File: src/rtl/accel_shell_pkg.sv
package accel_shell_pkg;

   typedef enum logic [2:0] {
      MV_IDLE,
      MV_RD,
      MV_RD_GAP,
      MV_WR,
      MV_WR_GAP
   } mover_state_e;

   localparam logic [2:0] RIDX_CTRL = 3'd0;
   localparam logic [2:0] RIDX_STAT = 3'd1;
   localparam logic [2:0] RIDX_SRC  = 3'd2;
   localparam logic [2:0] RIDX_DST  = 3'd3;
   localparam logic [2:0] RIDX_LEN  = 3'd4;

   localparam int CTRL_START_BIT = 0;
   localparam int CTRL_IRQEN_BIT = 1;
   localparam int STAT_BUSY_BIT  = 0;
   localparam int STAT_DONE_BIT  = 1;

endpackage

File: src/rtl/accel_regs.sv
module accel_regs
   import accel_shell_pkg::*;
#(
   parameter int AW      = 32,
   parameter int DW      = 32,
   parameter int LEN_W   = 16,
   parameter int CFG_AW  = 3,
   parameter bit HAS_CFG = 1'b1
) (
   input  logic              clk_i,
   input  logic              rst_ni,
   input  logic              s_cyc_i,
   input  logic              s_stb_i,
   input  logic              s_we_i,
   input  logic [AW-1:0]     s_adr_i,
   input  logic [DW-1:0]     s_dat_i,
   output logic [DW-1:0]     s_dat_o,
   output logic              s_ack_o,
   input  logic              busy_i,
   input  logic              done_i,
   output logic              start_o,
   output logic              done_clr_o,
   output logic              irq_en_o,
   output logic [AW-1:0]     src_o,
   output logic [AW-1:0]     dst_o,
   output logic [LEN_W-1:0]  len_o,
   output logic              cfg_we_o,
   output logic [CFG_AW-1:0] cfg_adr_o,
   output logic [DW-1:0]     cfg_dat_o,
   input  logic [DW-1:0]     cfg_dat_i
);

   localparam int WIN_BIT = CFG_AW + 2;

   logic              ack_q;
   logic [DW-1:0]     rdata_q;
   logic              irq_en_q;
   logic [AW-1:0]     src_q;
   logic [AW-1:0]     dst_q;
   logic [LEN_W-1:0]  len_q;

   logic              req;
   logic              wr;
   logic              in_win;
   logic [2:0]        ridx;
   logic [DW-1:0]     ctl_rdata;
   logic [DW-1:0]     win_rdata;

   assign req  = s_cyc_i & s_stb_i & ~ack_q;
   assign wr   = req & s_we_i;
   assign ridx = s_adr_i[4:2];

   generate
      if (HAS_CFG) begin : g_cfg
         logic unused_adr_bits;
         assign in_win    = s_adr_i[WIN_BIT];
         assign cfg_we_o  = wr & in_win;
         assign cfg_adr_o = s_adr_i[WIN_BIT-1:2];
         assign cfg_dat_o = s_dat_i;
         assign win_rdata = cfg_dat_i;
         assign unused_adr_bits = ^{s_adr_i[AW-1:WIN_BIT+1], s_adr_i[1:0]};
      end else begin : g_nocfg
         logic unused_cfg_bits;
         assign in_win    = 1'b0;
         assign cfg_we_o  = 1'b0;
         assign cfg_adr_o = '0;
         assign cfg_dat_o = '0;
         assign win_rdata = '0;
         assign unused_cfg_bits = ^{cfg_dat_i, s_adr_i[AW-1:5], s_adr_i[1:0]};
      end
   endgenerate

   assign start_o    = wr & ~in_win & (ridx == RIDX_CTRL) & s_dat_i[CTRL_START_BIT];
   assign done_clr_o = wr & ~in_win & (ridx == RIDX_STAT) & s_dat_i[STAT_DONE_BIT];

   always_comb begin
      ctl_rdata = '0;
      case (ridx)
         RIDX_CTRL: ctl_rdata[CTRL_IRQEN_BIT] = irq_en_q;
         RIDX_STAT: begin
            ctl_rdata[STAT_BUSY_BIT] = busy_i;
            ctl_rdata[STAT_DONE_BIT] = done_i;
         end
         RIDX_SRC:  ctl_rdata[AW-1:0]    = src_q;
         RIDX_DST:  ctl_rdata[AW-1:0]    = dst_q;
         RIDX_LEN:  ctl_rdata[LEN_W-1:0] = len_q;
         default:   ctl_rdata = '0;
      endcase
   end

   always_ff @(posedge clk_i) begin
      if (!rst_ni) begin
         ack_q    <= 1'b0;
         rdata_q  <= '0;
         irq_en_q <= 1'b0;
         src_q    <= '0;
         dst_q    <= '0;
         len_q    <= '0;
      end else begin
         ack_q <= req;
         if (req) begin
            rdata_q <= in_win ? win_rdata : ctl_rdata;
         end
         if (wr && !in_win) begin
            case (ridx)
               RIDX_CTRL: irq_en_q <= s_dat_i[CTRL_IRQEN_BIT];
               RIDX_SRC:  src_q    <= s_dat_i[AW-1:0];
               RIDX_DST:  dst_q    <= s_dat_i[AW-1:0];
               RIDX_LEN:  len_q    <= s_dat_i[LEN_W-1:0];
               default:   ;
            endcase
         end
      end
   end

   assign s_ack_o  = ack_q;
   assign s_dat_o  = rdata_q;
   assign irq_en_o = irq_en_q;
   assign src_o    = src_q;
   assign dst_o    = dst_q;
   assign len_o    = len_q;

   // slave acknowledge never lasts longer than one cycle
   assert_ack_pulse_R1: assert property (@(posedge clk_i) disable iff (!rst_ni)
      s_ack_o |=> !s_ack_o);

   // configuration strobe is a single-cycle pulse
   assert_cfg_we_pulse_R11: assert property (@(posedge clk_i) disable iff (!rst_ni)
      cfg_we_o |=> !cfg_we_o);

endmodule

File: src/rtl/accel_seq.sv
module accel_seq #(
   parameter int AW    = 32,
   parameter int DW    = 32,
   parameter int LEN_W = 16
) (
   input  logic             clk_i,
   input  logic             rst_ni,
   input  logic             start_i,
   input  logic             done_clr_i,
   input  logic [AW-1:0]    src_i,
   input  logic [AW-1:0]    dst_i,
   input  logic [LEN_W-1:0] len_i,
   input  logic             word_done_i,
   output logic             busy_o,
   output logic             done_o,
   output logic [AW-1:0]    rd_ptr_o,
   output logic [AW-1:0]    wr_ptr_o
);

   localparam int STEP = DW / 8;

   logic             busy_q;
   logic             done_q;
   logic [AW-1:0]    rd_ptr_q;
   logic [AW-1:0]    wr_ptr_q;
   logic [LEN_W-1:0] remain_q;

   always_ff @(posedge clk_i) begin
      if (!rst_ni) begin
         busy_q   <= 1'b0;
         done_q   <= 1'b0;
         rd_ptr_q <= '0;
         wr_ptr_q <= '0;
         remain_q <= '0;
      end else begin
         if (done_clr_i) begin
            done_q <= 1'b0;
         end
         if (start_i && !busy_q) begin
            rd_ptr_q <= src_i;
            wr_ptr_q <= dst_i;
            remain_q <= len_i;
            if (len_i == '0) begin
               done_q <= 1'b1;
            end else begin
               busy_q <= 1'b1;
               done_q <= 1'b0;
            end
         end else if (busy_q && word_done_i) begin
            rd_ptr_q <= rd_ptr_q + AW'(STEP);
            wr_ptr_q <= wr_ptr_q + AW'(STEP);
            remain_q <= remain_q - LEN_W'(1);
            if (remain_q == LEN_W'(1)) begin
               busy_q <= 1'b0;
               done_q <= 1'b1;
            end
         end
      end
   end

   assign busy_o   = busy_q;
   assign done_o   = done_q;
   assign rd_ptr_o = rd_ptr_q;
   assign wr_ptr_o = wr_ptr_q;

   // a job that ends always leaves done set
   assert_done_on_finish_R6: assert property (@(posedge clk_i) disable iff (!rst_ni)
      $fell(busy_q) |-> done_q);

   // zero-length start completes at once without becoming busy
   assert_zero_len_R7: assert property (@(posedge clk_i) disable iff (!rst_ni)
      (start_i && !busy_q && (len_i == '0)) |=> (done_q && !busy_q));

   // a start during a job leaves its progress untouched
   assert_start_ignored_R8: assert property (@(posedge clk_i) disable iff (!rst_ni)
      (start_i && busy_q && !word_done_i) |=>
         (busy_q && $stable(rd_ptr_q) && $stable(wr_ptr_q) && $stable(remain_q)));

endmodule

File: src/rtl/accel_mover.sv
module accel_mover
   import accel_shell_pkg::*;
#(
   parameter int AW = 32,
   parameter int DW = 32
) (
   input  logic          clk_i,
   input  logic          rst_ni,
   input  logic          busy_i,
   input  logic [AW-1:0] rd_ptr_i,
   input  logic [AW-1:0] wr_ptr_i,
   output logic          m_cyc_o,
   output logic          m_stb_o,
   output logic          m_we_o,
   output logic [AW-1:0] m_adr_o,
   output logic [DW-1:0] m_dat_o,
   input  logic [DW-1:0] m_dat_i,
   input  logic          m_ack_i,
   output logic [DW-1:0] core_din_o,
   input  logic [DW-1:0] core_dout_i,
   output logic          word_done_o,
   output logic          phase_rd_o,
   output logic          phase_wr_o
);

   mover_state_e state_q;
   logic [DW-1:0] fetched_q;

   always_ff @(posedge clk_i) begin
      if (!rst_ni) begin
         state_q   <= MV_IDLE;
         fetched_q <= '0;
      end else begin
         case (state_q)
            MV_IDLE:   if (busy_i) state_q <= MV_RD;
            MV_RD: begin
               if (m_ack_i) begin
                  fetched_q <= m_dat_i;
                  state_q   <= MV_RD_GAP;
               end
            end
            MV_RD_GAP: state_q <= MV_WR;
            MV_WR:     if (m_ack_i) state_q <= MV_WR_GAP;
            MV_WR_GAP: state_q <= busy_i ? MV_RD : MV_IDLE;
            default:   state_q <= MV_IDLE;
         endcase
      end
   end

   assign phase_rd_o  = (state_q == MV_RD);
   assign phase_wr_o  = (state_q == MV_WR);
   assign m_cyc_o     = phase_rd_o | phase_wr_o;
   assign m_stb_o     = phase_rd_o | phase_wr_o;
   assign m_we_o      = phase_wr_o;
   assign m_adr_o     = phase_wr_o ? wr_ptr_i : rd_ptr_i;
   assign m_dat_o     = core_dout_i;
   assign core_din_o  = fetched_q;
   assign word_done_o = phase_wr_o & m_ack_i;

   // strobe only inside a cycle
   assert_stb_in_cyc_R3: assert property (@(posedge clk_i) disable iff (!rst_ni)
      m_stb_o |-> m_cyc_o);

   // an unanswered request keeps its address and direction
   assert_req_held_R3: assert property (@(posedge clk_i) disable iff (!rst_ni)
      (m_stb_o && !m_ack_i) |=> (m_stb_o && $stable(m_adr_o) && $stable(m_we_o)));

   // each acknowledged cycle is followed by an idle cycle
   assert_gap_after_ack_R3: assert property (@(posedge clk_i) disable iff (!rst_ni)
      (m_stb_o && m_ack_i) |=> !m_cyc_o);

endmodule

File: src/rtl/accel_shell.sv
module accel_shell #(
   parameter int AW      = 32,
   parameter int DW      = 32,
   parameter int LEN_W   = 16,
   parameter int CFG_AW  = 3,
   parameter bit HAS_CFG = 1'b1
) (
   input  logic              clk_i,
   input  logic              rst_ni,
   input  logic              s_cyc_i,
   input  logic              s_stb_i,
   input  logic              s_we_i,
   input  logic [AW-1:0]     s_adr_i,
   input  logic [DW-1:0]     s_dat_i,
   output logic [DW-1:0]     s_dat_o,
   output logic              s_ack_o,
   output logic              m_cyc_o,
   output logic              m_stb_o,
   output logic              m_we_o,
   output logic [AW-1:0]     m_adr_o,
   output logic [DW-1:0]     m_dat_o,
   input  logic [DW-1:0]     m_dat_i,
   input  logic              m_ack_i,
   output logic [DW-1:0]     core_din_o,
   input  logic [DW-1:0]     core_dout_i,
   output logic              core_cfg_we_o,
   output logic [CFG_AW-1:0] core_cfg_adr_o,
   output logic [DW-1:0]     core_cfg_dat_o,
   input  logic [DW-1:0]     core_cfg_dat_i,
   output logic              irq_o,
   output logic [3:0]        led_o
);

   generate
      if ((DW < AW) || (DW < LEN_W) || ((DW % 8) != 0) || (CFG_AW < 3) ||
          (AW <= CFG_AW + 3) || (LEN_W < 1)) begin : g_bad_params
         $error("accel_shell: inconsistent width parameters");
      end
   endgenerate

   logic             start;
   logic             done_clr;
   logic             irq_en;
   logic [AW-1:0]    src;
   logic [AW-1:0]    dst;
   logic [LEN_W-1:0] len;
   logic             busy;
   logic             done;
   logic [AW-1:0]    rd_ptr;
   logic [AW-1:0]    wr_ptr;
   logic             word_done;
   logic             phase_rd;
   logic             phase_wr;

   accel_regs #(
      .AW(AW), .DW(DW), .LEN_W(LEN_W), .CFG_AW(CFG_AW), .HAS_CFG(HAS_CFG)
   ) u_regs (
      .clk_i      (clk_i),
      .rst_ni     (rst_ni),
      .s_cyc_i    (s_cyc_i),
      .s_stb_i    (s_stb_i),
      .s_we_i     (s_we_i),
      .s_adr_i    (s_adr_i),
      .s_dat_i    (s_dat_i),
      .s_dat_o    (s_dat_o),
      .s_ack_o    (s_ack_o),
      .busy_i     (busy),
      .done_i     (done),
      .start_o    (start),
      .done_clr_o (done_clr),
      .irq_en_o   (irq_en),
      .src_o      (src),
      .dst_o      (dst),
      .len_o      (len),
      .cfg_we_o   (core_cfg_we_o),
      .cfg_adr_o  (core_cfg_adr_o),
      .cfg_dat_o  (core_cfg_dat_o),
      .cfg_dat_i  (core_cfg_dat_i)
   );

   accel_seq #(.AW(AW), .DW(DW), .LEN_W(LEN_W)) u_seq (
      .clk_i       (clk_i),
      .rst_ni      (rst_ni),
      .start_i     (start),
      .done_clr_i  (done_clr),
      .src_i       (src),
      .dst_i       (dst),
      .len_i       (len),
      .word_done_i (word_done),
      .busy_o      (busy),
      .done_o      (done),
      .rd_ptr_o    (rd_ptr),
      .wr_ptr_o    (wr_ptr)
   );

   accel_mover #(.AW(AW), .DW(DW)) u_mover (
      .clk_i       (clk_i),
      .rst_ni      (rst_ni),
      .busy_i      (busy),
      .rd_ptr_i    (rd_ptr),
      .wr_ptr_i    (wr_ptr),
      .m_cyc_o     (m_cyc_o),
      .m_stb_o     (m_stb_o),
      .m_we_o      (m_we_o),
      .m_adr_o     (m_adr_o),
      .m_dat_o     (m_dat_o),
      .m_dat_i     (m_dat_i),
      .m_ack_i     (m_ack_i),
      .core_din_o  (core_din_o),
      .core_dout_i (core_dout_i),
      .word_done_o (word_done),
      .phase_rd_o  (phase_rd),
      .phase_wr_o  (phase_wr)
   );

   assign irq_o = done & irq_en;
   assign led_o = {done, busy, phase_wr, phase_rd};

   // no master traffic outside a job
   assert_no_traffic_idle_R7: assert property (@(posedge clk_i) disable iff (!rst_ni)
      !busy |-> !m_cyc_o);

endmodule

File: config.mk
export PLATFORM = sky130hd
export DESIGN_NAME = accel_shell
export DESIGN_NICKNAME = d
export VERILOG_FILES = /design/src/rtl/accel_shell_pkg.sv /design/src/rtl/accel_regs.sv /design/src/rtl/accel_seq.sv /design/src/rtl/accel_mover.sv /design/src/rtl/accel_shell.sv
export SDC_FILE = /design/constraint.sdc
export NUM_CORES = 1
export LEC_CHECK = 0
export ABC_AREA = 0
export CORE_MARGIN = 3
export CORE_UTILIZATION = 49
export CTS_BUF_LIST = sky130_fd_sc_hd__clkbuf_4 sky130_fd_sc_hd__clkbuf_8 sky130_fd_sc_hd__clkbuf_16
export CTS_CLUSTER_DIAMETER = 40
export CTS_CLUSTER_SIZE = 28
export DETAILED_ROUTE_END_ITERATION = 8
export PLACE_DENSITY = 0.8
export SYNTH_ARGS = -nofsm -noshare
export SYNTH_HDL_FRONTEND = slang
export SYNTH_HIERARCHICAL = 1
export SYNTH_SLANG_ARGS = --single-unit
File: constraint.sdc
create_clock -name clk_i -period 3.6 [get_ports clk_i]
set_input_delay 0.72 -clock clk_i [delete_from_list [all_inputs] [get_ports clk_i]]
set_output_delay 0.72 -clock clk_i [all_outputs]
set_load 0.01 [all_outputs]
# Word-level counts from Yosys, hierarchy flattened
# Cells that the tools add are included.
dict set report op_classes {
  mul 0
  eq_ne 13
  bitwise_logic 14
  n_shift 0
  n_lt_le_gt_ge 0
  n_div 0
  n_mux 26
  add_sub_neg 3
  n_reduce_logical 17
}
# cell n
set op_table {}
lappend op_table {{two-way mux 32 bit} 6}
lappend op_table {{adder 32 x 3 -> 32 bit (second input constant)} 2}
lappend op_table {{one-hot mux 14 bit (3 select lines)} 1}
lappend op_table {{two-way mux 16 bit} 2}
lappend op_table {{one-hot mux 16 bit (2 select lines)} 1}
lappend op_table {{equality test 16 x 1 -> 1 bit (second input constant)} 1}
lappend op_table {{logical NOT 16 bit} 1}
lappend op_table {{subtractor 16 x 1 -> 16 bit (second input constant)} 1}
lappend op_table {{one-hot mux 3 bit (5 select lines)} 1}
lappend op_table {{equality test 3 x 2 -> 1 bit (second input constant)} 4}
lappend op_table {{bitwise AND 1 bit} 11}
lappend op_table {{two-way mux 1 bit} 10}
lappend op_table {{AND reduction 2 bit} 5}
lappend op_table {{two-way mux 3 bit} 3}
lappend op_table {{!= test 2 bit (second input constant)} 4}
lappend op_table {{equality test 3 x 1 -> 1 bit (second input constant)} 2}
lappend op_table {{equality test 3 bit (second input constant)} 2}
lappend op_table {{logical NOT 3 bit} 2}
lappend op_table {{AND reduction 3 bit} 2}
lappend op_table {{one-hot mux 1 bit (5 select lines)} 1}
lappend op_table {{one-hot mux 1 bit (4 select lines)} 1}
lappend op_table {{nonzero test 2 bit} 2}
lappend op_table {{logical AND 1 bit} 3}
lappend op_table {{logical NOT 1 bit} 2}
lappend op_table {{2 further kinds} 3}
dict set report totals {
  word_cells 86
  ram_bits 0
  register_bits 231
  output_inout_bits 173
  latch_bits 0
  in_bits 166
  n_memories 0
  romBits 0
}

# Logic depth before layout (Yosys ltp)
# Gate-level depths: netlist of the first run.
dict set report logic_depth {
  word_depth 10
  depth_mapped 12
  ltp_nobuf 8
}

# Modules after synthesis
# Netlist of the first run, hierarchy kept.
# module seq_area_each_um2 cells_each area_each_um2 n_inst
set modules_own_cells {}
lappend modules_own_cells {accel_regs 2282.2 653 5582.9 1}
lappend modules_own_cells {accel_seq 1641.6 548 4430.5 1}
lappend modules_own_cells {accel_mover 700.7 226 2202.1 1}
lappend modules_own_cells {accel_shell 0.0 5 36.3 1}

# Least setup slack after synthesis of the first run
# No wires, ideal clock.
dict set report synth_path {
  kind {input to register}
  start {input s_adr_i[5]}
  end {register u_seq.wr_ptr_q[30] (netlist: u_seq/wr_ptr_o[30])}
  path_stages 9
  setup_time_ps 83
  t_required_ps 3517
  arrival_ps 2819
  n_path_buf 3
  path_slack_ps 699
  path_cell_list {buf_6 > and4bb_4 > nand2_1 > nor4bb_1 > nor2b_1 > clkbuf_1 > buf_1 > a22oi_1 > o221ai_1}
}
dict set report synth_between {
  elab_chain_cells 6
  elab_cells_between_ends 7
  classes_between {1 x mux; 4 x bitwise; 2 x reduce/logical}
}
# item line
set synth_rtl {}
lappend synth_rtl {{start: declaration} accel_shell.sv:13} ;# input logic [AW-1:0] s_adr_i,
lappend synth_rtl {{inverter 1 bit (*)} accel_regs.sv:73} ;# assign start_o = wr & ~in_win & (ridx == RIDX_CTRL) & s_dat_i[CTRL_START_BIT];
lappend synth_rtl {{bitwise AND 1 bit (*) (3 in series)} accel_regs.sv:73}
lappend synth_rtl {{via start} accel_shell.sv:41} ;# logic start;
lappend synth_rtl {{logical AND 1 bit (*)} accel_seq.sv:39} ;# if (start_i && !busy_q) begin
lappend synth_rtl {{two-way mux 32 bit or nonzero test 2 bit (tied branches)} n/a}
lappend synth_rtl {{end signal: assignment} accel_seq.sv:41} ;# wr_ptr_q <= dst_i;
lappend synth_rtl {{end signal: assignment} accel_seq.sv:51} ;# wr_ptr_q <= wr_ptr_q + AW'(STEP);
lappend synth_rtl {{end: declaration} accel_seq.sv:25} ;# logic [AW-1:0] wr_ptr_q;
# The timed path passes the listed nets; every way through them passes the cells marked *.
# A chain may end at the register's enable or synchronous reset.

# Final worst setup path of the first run
dict set report layout_path {
  start {register u_mover.state_q[1]}
  end {output m_adr_o[0]}
}
dict set report layout_between {
  elab_chain_cells 2
}
# item line
set layout_rtl {}
lappend layout_rtl {{start: declaration} accel_mover.sv:26} ;# mover_state_e state_q;
lappend layout_rtl {{start signal: assignment} accel_mover.sv:44} ;# MV_WR_GAP: state_q <= busy_i ? MV_RD : MV_IDLE;
lappend layout_rtl {{equality test 3 x 2 -> 1 bit} accel_mover.sv:51} ;# assign phase_wr_o = (state_q == MV_WR);
lappend layout_rtl {{two-way mux 32 bit} accel_mover.sv:55} ;# assign m_adr_o = phase_wr_o ? wr_ptr_i : rd_ptr_i;
lappend layout_rtl {{end: declaration} accel_shell.sv:20} ;# output logic [AW-1:0] m_adr_o,
# Every way passes these cells.

==> key figures, run 1 <==
STA
  – Worst-margin pin slew: 1.02 ns
  – Slew headroom: 0.320
  – Period utilization: 0.868
  – Setup_tns: 0 ns
  – Final Critical Period: around 3.1 ns
  – Final Max Tran Viols: 0
  – RSZ-0062 raised after global routing: no
  – # setup viols final: 0
  – Worst Skew: around 0.030 ns
  – Final Hold Fails: 0
  – F_max: roughly 0.32 GHz
  – Final WS setup: between 0.4 and 0.5 ns

Global routing
  – GRT busiest layer: met2
  – Grt met2 use: 0.414
  – GR Layer Usage met3: 0.0618
  – Largest net degree at the start of global routing: 87
  – GR Util All Layers: 0.265
  – Initial antenna violation count: 0
  – First-pass GRT wire length: around 58,000 µm
  – Met1 GRT Util: 0.366
  – Vias in the first global route: roughly 11k
  – GRT overflow: 0

Yosys
  – Post-synthesis cell area: approximately 0.012 mm²
  – Sequential area share after synthesis: 0.377
  – Post-synth top flop: dfxtp_1
  – Yosys reg bits: between 200 and 250
  – Synth cell types: 75
  – Synth warn: 6
  – Post-Syn Nets: approximately 1.6k
  – Post-synth top area cell: dfxtp_1
  – Post-Syn Instances: 1,432
  – Yosys top cell area share: 0.377
  – Asr flop ratio synth: 0
  – Mean Syn Cell Area: between 8 and 9 µm²
  – Number of synthesized flops with an enable pin: 0
  – Main area contributors after synthesis: dfxtp_1 38%, nand2_1 8.5%, buf_4 5.0%

Placement
  – Routability congestion estimate: 0.900
  – Post-place setup slack: roughly 0.25 ns
  – Placed instance area: 0.0142 mm²
  – I/O Buffers: 246
  – Post-detailed-placement half-perimeter wirelength: between 20,000 and 30,000 µm

Worst setup path
  – WP data arrival: roughly 2.4 ns
  – R2R cell count: 7
  – CP Max Fanout: 35
  – Critical path type: flop to output pin
  – Reg-to-reg endpoint: u_seq/wr_ptr_o[27]
  – CP startpoint: u_mover/state_q[1]
  – Reg2Reg Setup Slack: approximately 0.9 ns
  – Crit end category: output pin
  – Startpoint types: flop
  – Worst EP required: 2.88 ns
  – Reg-to-Reg Start: u_mover/state_q[2]

Job
  – Max cap viols: 0

Floorplanning
  – Initial core utilization: 0.501
  – Core Area: ~0.024 mm²
  – Io pins: approximately 340
  – Die area: 0.0269 mm²
  – # rows: 57
  – Chip width: 164 µm
  – Die H: approximately 160 µm

Clocking
  – CTS tree: yes
  – Clock Latency Late Sink: 0.53 ns
  – Number of buffers created by CTS: 38
  – CTS Sinks: approximately 230
  – Setup Fix Bufs, Post-CTS: 0
  – H-Tree Depth: 2
  – Reg clk slew, reported paths: approximately 0.05 ns
  – CTS Root Cell: clkbuf_16
  – CTS resizes: 0
  – Clock Path Buffers: 3
  – # hold bufs at CTS: 0

Drt
  – Via density: between 5 and 6
  – Antenna viol nets, final: 0
  – Total Wirelength: 37,200 µm
  – Starting DRT DRC Count: approximately 1.2k
  – DR vias: around 11k
  – Average wire per standard cell: slightly below 20 µm
  – Post-route DRC violation count: 0
  – Pre-antenna DRT Iters: 6

Cells and area
  – Final core utilization: 0.633
  – Commonest non-fill, non-tap cells in the layout: 277 x nand2_1, 244 x clkdlybuf4s50_1, 231 x dfxtp_1
  – Final instance area: around 0.015 mm²
  – # diodes: 0
  – Area Growth Syn to Fin: 26.3%
  – Share of cells above drive strength 1: 0.104
  – Commonest non-fill, non-tap cell in the layout: nand2_1
  – NumNets Final: 1,734

Worst hold path
  – Worst Hold Path EP: u_mover/core_din_o[28]
  – Hold path depth: 2
  – Min-delay src: u_mover/core_din_o[28]
  – Min-delay worst type: flop to flop

Pwr
  – PD cells: around 430 mW/mm²
  – VDD IR max: 320 µV
  – Leak pwr: 0.00556 µW

Run status
  – Run status: complete, no violations
==> critical path: stages (launching register included) <==
cell and delay [ns]:
dfxtp_1 0.41, and3b_2 0.25, buf_12 0.27, mux2_2 0.42, clkdlybuf4s50_1 0.52
==> metrics by stage <==
stage,hold WS (ns),power (µW),instances
2_1_floorplan,0.433,2930,1432
3_3_place_gp,0.440,3130,1848
3_5_place_dp,0.446,3130,1848
4_1_cts,0.454,6740,1917
5_1_grt,0.473,6890,1917
6_report,0.451,6690,1917
==> routing by layer <==
metal,part of all wire,wire (µm)
met1,0.43,15900
met2,0.44,16600
met5,0,0
met3,0.11,4010
met4,0.021,780
==> where the power goes <==
group	leakage [µW]	internal, µW	switching [µW]
logic	0.00308	252	222
clock network	0.000617	2210	1400
registers	0.00187	2590	20.8
total	0.00556	5050	1640
==> kinds of logic (layout without fill, tap and decap cells) <==
group	after synthesis	in the layout	synth area share
and+or+nand+nor	560	560	0.228
buffers and inverters	192	353	0.0993
xor gates and xnor gates	33	33	0.0236
adders and majority gates	4	4	0.00409
DFF	231	231	0.377
muxes	86	86	0.0822
AOI/OAI and AO/OA	326	326	0.186
==> state kept, by name, indices dropped and copies added (netlist names) <==
signal,flops
u_mover/core_din_o,32
u_regs/dst_o,32
u_regs/s_dat_o,32
u_regs/src_o,32
u_seq/rd_ptr_o,32
u_seq/wr_ptr_o,32
u_regs/len_o,16
u_seq/remain_q,16
u_mover/state_q,3
u_regs/irq_en_o,1
u_regs/s_ack_o,1
u_seq/busy_o,1
u_seq/done_o,1
==> Yosys cell counts (14+ instances only) <==
| master | n |
|---|---|
| nor3_1 | 21 |
| mux2i_1 | 50 |
| and3_1 | 14 |
| o21ai_0 | 58 |
| o211a_1 | 16 |
| dfxtp_1 | 231 |
| buf_2 | 25 |
| buf_4 | 82 |
| nor2_1 | 64 |
| nor2b_1 | 20 |
| nand3_1 | 47 |
| a21oi_1 | 67 |
| clkbuf_1 | 52 |
| and2_1 | 21 |
| xnor2_1 | 16 |
| xor2_1 | 17 |
| o22ai_1 | 19 |
| nand2_1 | 277 |
| nor4_1 | 18 |
| nor4bb_1 | 15 |
| nand4_1 | 20 |
| mux2_4 | 27 |
| o211ai_1 | 21 |
| buf_6 | 18 |
| a21boi_1 | 60 |
==> layout make-up <==
cell class | count | area [µm²]
Fill cell | 1974 | 8980
Multi-Input combinational cell | 1009 | 6420
Sequential cell | 231 | 4620
Timing Repair Buffer | 275 | 2700
Clock buffer | 45 | 1050
Tap cell | 324 | 405
Clock inverter | 24 | 246
Inverter | 9 | 33.8
==> worst max path at each step <==
| stage | endpoint | slack [ns] | cells after the start |
|---|---|---|---|
| 5_1_grt | m_adr_o[0] | 0.37 | 4 |
| 3_3_place_gp | u_seq/wr_ptr_o[16] | 0.27 | 10 |
| 6_report | m_adr_o[0] | 0.47 | 4 |
| 3_5_place_dp | u_seq/wr_ptr_o[16] | 0.25 | 10 |
| 4_1_cts | m_adr_o[0] | 0.46 | 4 |
| 2_1_floorplan | u_seq/wr_ptr_o[30] | 0.70 | 9 |
Note: power is estimated with default switching activity, not from simulation.
==> run 2, diff against run 1 <==
--- a/config.mk
+++ b/config.mk
@@ -5,14 +5,14 @@
 export SDC_FILE = /design/constraint.sdc
 export NUM_CORES = 1
 export LEC_CHECK = 0
-export ABC_AREA = 0
+export ABC_AREA = 1
 export CORE_MARGIN = 3
-export CORE_UTILIZATION = 49
+export CORE_UTILIZATION = 50
 export CTS_BUF_LIST = sky130_fd_sc_hd__clkbuf_4 sky130_fd_sc_hd__clkbuf_8 sky130_fd_sc_hd__clkbuf_16
 export CTS_CLUSTER_DIAMETER = 40
 export CTS_CLUSTER_SIZE = 28
 export DETAILED_ROUTE_END_ITERATION = 8
-export PLACE_DENSITY = 0.8
+export PLACE_DENSITY = 0.81
 export SYNTH_ARGS = -nofsm -noshare
 export SYNTH_HDL_FRONTEND = slang
 export SYNTH_HIERARCHICAL = 1
==> run 2 against run 1 <==
Against the previous run: clock-buffer cell count unchanged; wire length up 16%; non-clock buffer count down 4; flip-flop and latch count unchanged; global-route usage up 3.4 points; critical path type unchanged; largest cell class unchanged; highest routed layer unchanged.
==> key figures, run 2 <==
Run status
  – Run status: complete, no violations

Pwr
  – Leak pwr: 0.00626 µW (+13%)
  – P_sw: 1650 µW (+0.33%)
  – PD cells: 411 mW/mm² (-4.9%)
  – Seq pwr share: 0.394 (+0.004)
  – VDD IR max: 360 µV (+13%)
  – Gate power share: 0.073 (+0.002)
  – Final Power: 6650 µW (-0.68%)
  – Switching Fraction: 0.248 (+0.00250)
  – Internal: 5000 µW (-1.0%)
  – Share of total power in the clock network: 0.533 (-0.006)

Yosys
  – Post-synth top cells: 559 x nand2_1, 331 x nor2_1, 231 x dfxtp_1
  – Most frequent cell after synthesis: nand2_1
  – Asr flop ratio synth: 0 (unchanged)
  – Post-synth top area cell: dfxtp_1
  – Main area contributors after synthesis: dfxtp_1 36%, nand2_1 16%, nor2_1 9.6%
  – Synth cell types: 41 (-45%)
  – Yosys top cell area share: 0.357 (-0.0203)
  – Post-synthesis cell area: 0.0129 mm² (+5.7%)
  – Synth warn: 6 (unchanged)
  – Mean Syn Cell Area: 6.36 µm² (-26%)
  – Yosys reg bits: 231 (unchanged)
  – Number of synthesized flops with an enable pin: 0 (unchanged)
  – Post-Syn Nets: 2,205 (+38%)
  – Post-synth top flop: dfxtp_1
  – Sequential area share after synthesis: 0.357 (-0.0203)
  – Post-Syn Instances: 2,035 (+42%)

Worst hold path
  – Worst Hold Path EP: u_regs/src_o[16]
  – Min-delay src: u_regs/src_o[16]
  – Min-delay worst type: flop to flop
  – Hold path depth: 2 (unchanged)

Floorplanning
  – Die H: 167 µm (+1.7%)
  – Initial core utilization: 0.511 (+0.0104)
  – Io pins: 339 (unchanged)
  – # rows: 58 (+1.8%)
  – Die area: 0.0279 mm² (+3.4%)
  – Chip width: 167 µm (+1.7%)
  – Core Area: 0.0253 mm² (+3.5%)

Worst setup path
  – Cell chain of the critical path: nand3_4 > inv_2 > nand2_1 > nand2_1 > clkdlybuf4s50_1
  – Reg2Reg Setup Slack: 1.00 ns (+0.08 ns)
  – Reg-to-reg endpoint: u_seq/wr_ptr_o[18]
  – Crit end category: output pin
  – Worst EP required: 2.88 ns (about the same)
  – Critical path type: flop to output pin
  – Slowest cell on the critical path: clkdlybuf4s50_1
  – Startpoint types: flop
  – R2R cell count: 12 (+5)
  – CP Max Fanout: 34 (-2.9%)
  – Crit path top cell by count: nand2_1
  – WP data arrival: 2.39 ns (-0.02 ns)
  – Critical path's largest stage delay: 0.54 ns (+0.02 ns)
  – Reg-to-Reg Start: u_mover/state_q[2]

Global routing
  – Largest net degree at the start of global routing: 74 (-15%)
  – GRT overflow: 0 (unchanged)
  – Initial antenna violation count: 0 (unchanged)
  – Vias in the first global route: 13.2k (+25%)
  – GR Util All Layers: 0.299 (+0.0338)
  – First-pass GRT wire length: 69,300 µm (+20%)

Cells and area
  – Commonest non-fill, non-tap cell in the layout: nand2_1
  – Area Growth Syn to Fin: 24.9%
  – Non-filler cells, final: 2,531 (+32%)
  – # diodes: 0 (unchanged)
  – NumNets Final: 2,342 (+35%)
  – Commonest non-fill, non-tap cells in the layout: 559 x nand2_1, 331 x nor2_1, 245 x clkdlybuf4s50_1
  – Share of cells above drive strength 1: 0.0663 (-0.0372)

Placement
  – Post-detailed-placement half-perimeter wirelength: 30,300 µm (+21%)
  – Routability congestion estimate: 1.02 (+14%)
  – I/O Buffers: 246 (unchanged)
  – Placed insts: 2,462 (+33%)

Drt
  – Post-route DRC violation count: 0 (unchanged)
  – Starting DRT DRC Count: 1,632 (+38%)
  – Pre-antenna DRT Iters: 6 (unchanged)
  – DR vias: 14.1k (+24%)
  – Average wire per standard cell: 17.0 µm (-12%)
  – Total Wirelength: 43,000 µm (+16%)
  – Via density: 5.55 (-6.3%)
  – Antenna viol nets, final: 0 (unchanged)

Clocking
  – CTS tree: yes
  – Clock Latency Late Sink: 0.53 ns (about the same)
  – CTS resizes: 0 (unchanged)
  – Setup Fix Bufs, Post-CTS: 0 (unchanged)
  – # hold bufs at CTS: 0 (unchanged)
  – H-Tree Depth: 2 (unchanged)
  – Clock Path Buffers: 3 (unchanged)
  – Reg clk slew, reported paths: 0.05 ns (about the same)
  – CTS Root Cell: clkbuf_16
  – CTS Sinks: 231 (unchanged)
  – Number of buffers created by CTS: 38 (unchanged)

STA
  – F_max: 0.322 GHz (+0.54%)
  – Final Hold Fails: 0 (unchanged)
  – Final Max Tran Viols: 0 (unchanged)
  – # setup viols final: 0 (unchanged)
  – Worst Skew: 0.0329 ns (+0.00283 ns)
  – Period utilization: 0.864 (-0.00464)
  – Setup_tns: 0 ns (unchanged)
  – Slew headroom: 0.409 (+0.0890)
  – Worst-margin pin slew: 0.883 ns (-0.133 ns)
  – Final Critical Period: 3.11 ns (-0.0167 ns)
  – RSZ-0062 raised after global routing: no
  – Hold WS: 0.477 ns (+0.0266 ns)

Job
  – Max cap viols: 0 (unchanged)
run 2: changes by cell type after synthesis, moves of 20 or more:
cell	delta
nor2_1	+267
and2_1	-21
mux2i_1	-50
nor2b_1	-20
mux2_4	-27
a21boi_1	-60
nand2_1	+282
o21ai_0	+82
nand3_1	+51
inv_1	+144
nand4_1	+26
a21oi_1	+88
run 2: per-layer routing:
metal | vias to the layer above | GRT usage | wire length, µm
li1 | 6773 | - | -
met5 | - | 0 | 0
met4 | 0 | 0.112 | 1660
met1 | 6341 | 0.404 | 17400
met3 | 129 | 0.0589 | 4730
met2 | 812 | 0.474 | 19200
run 2: cell type report:
class / count / area [µm²]
Fill cell: 2250 / 9160
Multi-Input combinational cell: 1462 / 6590
Sequential cell: 231 / 4620
Timing Repair Buffer: 271 / 2660
Clock buffer: 45 / 1030
Inverter: 168 / 636
Tap cell: 330 / 413
Clock inverter: 24 / 213
run 2: power groups by stage:
stage / logic (µW) / registers [µW] / clock network (µW)
after CTS: 483 / 2620 / 3580
after floorplan: 250 / 2680 / 0
final: 486 / 2620 / 3540
after global routing: 522 / 2620 / 3700
after detailed placement: 479 / 2670 / 0
after global placement: 474 / 2670 / 0
run 2: through the flow:
step           utilization  area, µm²  setup WS, ns
2_1_floorplan            -      12900          1.37
4_1_cts              0.638      16200         0.472
5_1_grt              0.638      16200         0.355
3_3_place_gp         0.589      14900         0.573
3_5_place_dp         0.589      14900         0.503
6_report             0.638      16200         0.490
run 2: cells by family after synthesis:
| family | count (synthesis) | share of synthesized area |
|---|---|---|
| AND/OR/NAND/NOR | 1081 | 0.348 |
| XOR/XNOR | 10 | 0.00676 |
| adder cells (fa/ha/maj) | 4 | 0.00387 |
| buffers and inverters | 342 | 0.134 |
| flip-flops | 231 | 0.357 |
| AO/OA/AOI/OAI | 367 | 0.150 |
run 2: worst max-delay path by stage:
| stage | start | to | slack [ns] | cells after the start |
|---|---|---|---|---|
| after detailed placement | s_stb_i | u_seq/wr_ptr_o[18] | 0.50 | 15 |
| after CTS | u_mover/state_q[0] | m_adr_o[4] | 0.47 | 5 |
| after floorplan | s_cyc_i | u_seq/wr_ptr_o[11] | 1.37 | 11 |
| after global placement | s_cyc_i | core_cfg_we_o | 0.57 | 6 |
| after global routing | u_mover/state_q[0] | m_adr_o[16] | 0.36 | 5 |
| final | u_mover/state_q[0] | m_adr_o[19] | 0.49 | 5 |
run 2: worst max-delay path, delay by kind of cell, from the launching register on:
| kind | cells | cell delay (ns) |
|---|---|---|
| buffers and inverters | 2 | 1.00 |
| DFF | 1 | 0.50 |
| and+or+nand+nor | 3 | 0.37 |
